--- src/rtl/srst_pkg.sv ---
package srst_pkg;

  typedef enum logic [1:0] {
    SQ_IDLE   = 2'd0,
    SQ_PULSE  = 2'd1,
    SQ_SETTLE = 2'd2
  } seq_state_e;

  // Smallest whole number of clock cycles covering the no-access window.
  function automatic int unsigned pulse_cycles(input int unsigned period_ps,
                                               input int unsigned win_ns);
    int unsigned c;
    c = (win_ns * 1000 + period_ps - 1) / period_ps;
    if (c < 1) c = 1;
    return c;
  endfunction

endpackage

--- src/rtl/srst_seq.sv ---
module srst_seq
  import srst_pkg::*;
#(
  parameter int unsigned PULSE_CYC = 20,
  parameter int unsigned N_CHILD   = 2
) (
  input  logic               clk,
  input  logic               rst_n,
  input  logic               start_i,
  input  logic [N_CHILD-1:0] child_ready_i,
  output logic               pulse_o,
  output logic               busy_o,
  output logic               settle_done_o
);

  localparam int unsigned CNT_W = $clog2(PULSE_CYC + 1);
  localparam logic [CNT_W-1:0] LAST = CNT_W'(PULSE_CYC - 1);

  seq_state_e       state_q, state_d;
  logic [CNT_W-1:0] cnt_q;
  logic             start_ok, pulse_end, all_ready;

  assign start_ok      = start_i && (state_q == SQ_IDLE);
  assign pulse_end     = (state_q == SQ_PULSE) && (cnt_q == LAST);
  assign all_ready     = &child_ready_i;
  assign settle_done_o = (state_q == SQ_SETTLE) && all_ready;

  always_comb begin
    state_d = state_q;
    unique case (state_q)
      SQ_IDLE:   if (start_ok)      state_d = SQ_PULSE;
      SQ_PULSE:  if (pulse_end)     state_d = SQ_SETTLE;
      SQ_SETTLE: if (settle_done_o) state_d = SQ_IDLE;
      default:                      state_d = SQ_IDLE;
    endcase
  end

  always_ff @(posedge clk or negedge rst_n) begin
    if (!rst_n) begin
      state_q <= SQ_IDLE;
      cnt_q   <= '0;
    end else begin
      state_q <= state_d;
      if (state_q == SQ_PULSE) cnt_q <= cnt_q + 1'b1;
      else                     cnt_q <= '0;
    end
  end

  assign pulse_o = (state_q == SQ_PULSE);
  assign busy_o  = (state_q != SQ_IDLE);


  pulse_from_start_chk: assert property (@(posedge clk) disable iff (!rst_n)
    $rose(pulse_o) |-> $past(start_i));


  pulse_len_chk: assert property (@(posedge clk) disable iff (!rst_n)
    pulse_o |-> (cnt_q < CNT_W'(PULSE_CYC)));


  done_needs_ready_chk: assert property (@(posedge clk) disable iff (!rst_n)
    $fell(busy_o) |-> $past(all_ready) && !$past(pulse_o));


  no_restart_chk: assert property (@(posedge clk) disable iff (!rst_n)
    $rose(pulse_o) |-> !$past(busy_o));

endmodule

--- src/rtl/srst_regfile.sv ---
module srst_regfile #(
  parameter int unsigned      ADDR_W   = 8,
  parameter int unsigned      DATA_W   = 16,
  parameter logic [ADDR_W-1:0] CFG_ADDR = 8'h10,
  parameter logic [DATA_W-1:0] RST_VAL  = 16'h0028,
  parameter int unsigned      EN_LSB   = 8,
  parameter int unsigned      N_CHILD  = 2
) (
  input  logic               clk,
  input  logic               rst_n,
  input  logic               bus_valid,
  input  logic               bus_write,
  input  logic [ADDR_W-1:0]  bus_addr,
  input  logic [DATA_W-1:0]  bus_wdata,
  input  logic               busy_i,
  input  logic               pulse_i,
  output logic               rsp_valid,
  output logic               rsp_err,
  output logic [DATA_W-1:0]  rsp_rdata,
  output logic               start_o,
  output logic [N_CHILD-1:0] acc_en_o
);

  localparam logic [DATA_W-1:0] KEEP_MASK = ~DATA_W'(1);

  logic [DATA_W-1:0] cfg_q;
  logic              hit, acc_ok, wr_ok, rd_ok, bad_acc;
  logic [DATA_W-1:0] rd_view;

  assign hit     = (bus_addr == CFG_ADDR);
  assign acc_ok  = bus_valid && hit && !pulse_i;
  assign wr_ok   = acc_ok && bus_write;
  assign rd_ok   = acc_ok && !bus_write;
  assign bad_acc = bus_valid && !acc_ok;
  assign start_o = wr_ok && bus_wdata[0];
  assign rd_view = (cfg_q & KEEP_MASK) | DATA_W'(busy_i);

  always_ff @(posedge clk or negedge rst_n) begin
    if (!rst_n) begin
      cfg_q     <= RST_VAL & KEEP_MASK;
      rsp_valid <= 1'b0;
      rsp_err   <= 1'b0;
      rsp_rdata <= '0;
    end else begin
      if (wr_ok) cfg_q <= bus_wdata & KEEP_MASK;
      rsp_valid <= bus_valid;
      rsp_err   <= bad_acc;
      rsp_rdata <= rd_ok ? rd_view : '0;
    end
  end

  for (genvar i = 0; i < N_CHILD; i++) begin : g_acc
    assign acc_en_o[i] = ~cfg_q[EN_LSB + i];
  end


  pulse_freeze_chk: assert property (@(posedge clk) disable iff (!rst_n)
    pulse_i |=> $stable(cfg_q));


  pulse_err_chk: assert property (@(posedge clk) disable iff (!rst_n)
    (bus_valid && pulse_i) |=> (rsp_valid && rsp_err));


  one_rsp_chk: assert property (@(posedge clk) disable iff (!rst_n)
    bus_valid |=> rsp_valid);


  unmapped_err_chk: assert property (@(posedge clk) disable iff (!rst_n)
    (bus_valid && !hit) |=> (rsp_err && rsp_rdata == '0));

endmodule

--- src/rtl/soft_reset_ctrl.sv ---
module soft_reset_ctrl
  import srst_pkg::*;
#(
  parameter int unsigned       CLK_PERIOD_PS = 10000,
  parameter int unsigned       PULSE_NS      = 200,
  parameter int unsigned       ADDR_W        = 8,
  parameter int unsigned       DATA_W        = 16,
  parameter logic [ADDR_W-1:0] CFG_ADDR      = 8'h10,
  parameter logic [DATA_W-1:0] RST_VAL       = 16'h0028,
  parameter int unsigned       EN_LSB        = 8,
  parameter int unsigned       N_CHILD       = 2
) (
  input  logic               clk,
  input  logic               rst_n,
  input  logic               bus_valid,
  output logic               bus_ready,
  input  logic               bus_write,
  input  logic [ADDR_W-1:0]  bus_addr,
  input  logic [DATA_W-1:0]  bus_wdata,
  output logic               rsp_valid,
  output logic               rsp_err,
  output logic [DATA_W-1:0]  rsp_rdata,
  input  logic [N_CHILD-1:0] child_ready,
  output logic               subsys_rst,
  output logic [N_CHILD-1:0] child_rst_n,
  output logic [N_CHILD-1:0] child_acc_en
);

  localparam int unsigned PULSE_CYC = pulse_cycles(CLK_PERIOD_PS, PULSE_NS);

  logic start_req, pulse, busy, settle_done;

  srst_regfile #(
    .ADDR_W(ADDR_W), .DATA_W(DATA_W), .CFG_ADDR(CFG_ADDR),
    .RST_VAL(RST_VAL), .EN_LSB(EN_LSB), .N_CHILD(N_CHILD)
  ) u_regs (
    .clk(clk), .rst_n(rst_n),
    .bus_valid(bus_valid), .bus_write(bus_write),
    .bus_addr(bus_addr), .bus_wdata(bus_wdata),
    .busy_i(busy), .pulse_i(pulse),
    .rsp_valid(rsp_valid), .rsp_err(rsp_err), .rsp_rdata(rsp_rdata),
    .start_o(start_req), .acc_en_o(child_acc_en)
  );

  srst_seq #(.PULSE_CYC(PULSE_CYC), .N_CHILD(N_CHILD)) u_seq (
    .clk(clk), .rst_n(rst_n),
    .start_i(start_req), .child_ready_i(child_ready),
    .pulse_o(pulse), .busy_o(busy), .settle_done_o(settle_done)
  );

  assign bus_ready  = 1'b1;
  assign subsys_rst = pulse;

  for (genvar i = 0; i < N_CHILD; i++) begin : g_crst
    assign child_rst_n[i] = ~pulse;
  end


  settle_after_pulse_chk: assert property (@(posedge clk) disable iff (!rst_n)
    settle_done |-> busy && !subsys_rst);

endmodule

--- config.mk ---
export PLATFORM = sky130hd
export DESIGN_NAME = soft_reset_ctrl
export DESIGN_NICKNAME = d
export VERILOG_FILES = /design/src/rtl/srst_pkg.sv /design/src/rtl/srst_seq.sv /design/src/rtl/srst_regfile.sv /design/src/rtl/soft_reset_ctrl.sv
export SDC_FILE = /design/constraint.sdc
export NUM_CORES = 1
export LEC_CHECK = 0
export BUFFER_PORTS_ARGS = -buffer_cell sky130_fd_sc_hd__clkbuf_2
export CAP_MARGIN = 5
export CORE_UTILIZATION = 50
export CTS_BUF_LIST = sky130_fd_sc_hd__clkbuf_4
export CTS_CLUSTER_SIZE = 16
export DETAILED_ROUTE_END_ITERATION = 7
export PLACE_DENSITY_LB_ADDON = 0.2
export SYNTH_ARGS = -nofsm -noshare
export SYNTH_HDL_FRONTEND = slang
export SYNTH_SLANG_ARGS = --single-unit
--- constraint.sdc ---
create_clock -name clk -period 2.21 [get_ports clk]
set_clock_uncertainty 0.15 [all_clocks]
set_input_delay 0.3315 -clock clk [delete_from_list [all_inputs] [get_ports clk]]
set_output_delay 0.3315 -clock clk [all_outputs]
set_load 0.02 [all_outputs]
==> out/metrics.cfg <==
[run]
cap_viol_max_count = 0

[critical_path]
arrival_ps = 1880
worstSetupStartpointType = input port
path_max_fanout = 18
end_kind = flip-flop
path_class = in -> reg
worstPathRequired_ps = 2290

[yosys]
synthFlopType = dfrtp_1
synth_seq_cells = 40
ys.warnings.count = 0
synth_nets = 141
async_flop_share_pct = 100
synth_edf_count = 0
syn_area_mm2 = 0.00160
synth_area_per_cell_um2 = 14.5
syn_inst = 110
ys_seq_area_share_pct = 62.8
synth_cell_types = 28

[clock_network]
cts_root_buf = clkbuf_4
cts-buffers-inserted = 5
cts_resized = 0
numClockSinks = 40
h-tree-depth = 2
cts_tree = built
clockBufferDepth = 2
clock_latency_ps = 330
clk_pin_slew_worst_paths_ps = 100
post_cts_buffers = 0

[timing]
fin_crit_ps = 1800
slew-limit-headroom_pct = 65.2
grt_setup_unrepaired = no
finalMaxSlewViolations = 0
whs_ps = 76.2
setup_slack_ps = 407
worst_pin_slew_ps = 522
final-hold-violation-count = 0
tns_ps = 0
fmax_mhz = 555
timing.final.crit_share_pct = 81.6
setup_violations = 0

[grt]
grt_pass1_wl_um = 4780
grt_usage_pct = 19.3
grt_max_degree = 23
antenna_found_initial = 0
grt_overflow = 0
first_global_vias = 1019

[power_and_ir_drop]
ir_drop_mv = 0.326
power.total_mw = 1.20
leakage_nw = 0.998
p_per_area_mw_per_mm2 = 610

[routing]
ant_nets = 0
totalWireLength_um = 2900
drt_first_pass_iters = 4
wl_per_cell_um = 13.7
drt_iter0_drc = 24
vias = 1041
via_per_inst = 4.91
drc = 0

[place]
io_buffers = 52
gp_congestion = 0.775
dp_slack_ps = 364
dp_cells = 202
dp_hpwl_um = 2100

[die]
dieArea_mm2 = 0.00343
std_cell_rows = 20
core_mm2 = 0.00305
initial_core_util_pct = 52.4
pin_count = 54
die_w_um = 58.6
die_h_um = 58.6

[final_layout]
area_growth_pct = 22.5
fin_nets = 198
drive_above_1_share_pct = 49.4
antenna_cells = 0
fillCellCount = 261
stdcell_count = 212

[min_path]
hp-class = in -> reg

[run_status]
status = finished clean

-- sequential cells by signal, summed over array words and instances (netlist names) --
register          count
u_regs.rsp_rdata     16
u_regs.cfg_q         15
u_seq.cnt_q           5
u_seq.state_q         2
u_regs.rsp_err        1
u_regs.rsp_valid      1
-- stage by stage --
stage,cell area [µm²],utilization [%]
2_1_floorplan,1600,-
3_3_place_gp,1880,61.7
3_5_place_dp,1880,61.7
4_1_cts,1960,64.2
5_1_grt,1960,64.2
6_report,1960,64.2
-- synthesized netlist by cell type, types with 2 or more instances --
cell	count	area share, %
buf_4	3	1.4
dfstp_2	2	3.3
nor3b_1	13	6.1
buf_6	2	1.4
mux2_2	5	3.5
mux2_4	10	9.4
and2_1	2	0.78
xor2_1	2	1.1
nor2_1	5	1.2
dfrtp_1	38	59
nor3_1	4	1.3
nand2_1	4	0.94
nand3_1	3	0.94
inv_1	3	0.70
-- worst paths after layout --
kind                                       start                  end  slack (ps)  cells past startpoint
worst max-delay path                   bus_valid       u_regs.rsp_err         410                      5
worst min-delay path                bus_wdata[2]      u_regs.cfg_q[2]          80                      2
worst max register to register  u_seq.state_q[0]      u_regs.cfg_q[4]         580                      4
worst min register to register    u_seq.cnt_q[0]       u_seq.cnt_q[0]         340                      1
max in group asynchronous                  rst_n  u_regs.rsp_rdata[8]        1020                      3
min in group asynchronous                  rst_n      u_regs.cfg_q[9]         340                      2
-- what timing repair did --
action,in CTS,in global routing
endpoints found under the hold margin,19,0
hold buffers,2,0
setup endpoints to repair,0,0
-- final cells by class --
type                       instances  area, µm²  share of cell area [%]
clock inverter                     1       3.75                   0.192
tap                               44       55.1                    2.81
timing repair buffer              58        323                    16.5
multi-input combinational         59        510                    26.1
sequential                        40       1000                    51.2
inverter                           3       11.3                   0.575
clock buffer                       7       52.6                    2.68
-- where the power goes --
group	internal [mW]	switching (mW)	leakage [nW]
combinational	0.0406	0.0445	0.419
clock	0.147	0.216	0.0338
sequential	0.742	0.00528	0.546
total	0.930	0.266	0.998
-- layout by cell type (no fill, tap or decap), types with 2 or more instances in the layout --
cell	count
and2_1	2
buf_4	3
clkbuf_2	52
clkbuf_4	7
dfrtp_1	38
dfstp_2	2
dlygate4sd3_1	2
inv_1	3
mux2_2	5
mux2_4	10
nand2_1	4
nand3_1	3
nor2_1	5
nor3_1	4
nor3b_1	13
xor2_1	2
-- metal layers --
metal / global-route usage (%) / wire length (µm)
met1: 24.3 / 1170
met2: 30.7 / 1540
met3: 5.27 / 160
met4: 9.52 / 39
met5: 0 / 0
-- cells by family (layout without fill, tap and decap cells) --
| family | count (synthesis) | after routing | share of synthesized area (%) |
|---|---|---|---|
| other cells | 1 | 1 | 0.235 |
| compound gates | 2 | 2 | 0.704 |
| xor+xnor | 3 | 3 | 1.64 |
| simple gates | 37 | 37 | 15.6 |
| fa+ha+maj | 1 | 1 | 0.782 |
| mux | 15 | 15 | 12.9 |
| flops | 40 | 40 | 62.8 |
| buf+inv | 11 | 69 | 5.32 |
-- worst max-delay path: stages --
cell	delay [ps]
dlygate4sd3_1	520
clkbuf_2	110
nand2_1	50
nand4b_2	510
and2_1	350
Note: power is estimated with default switching activity, not from simulation.
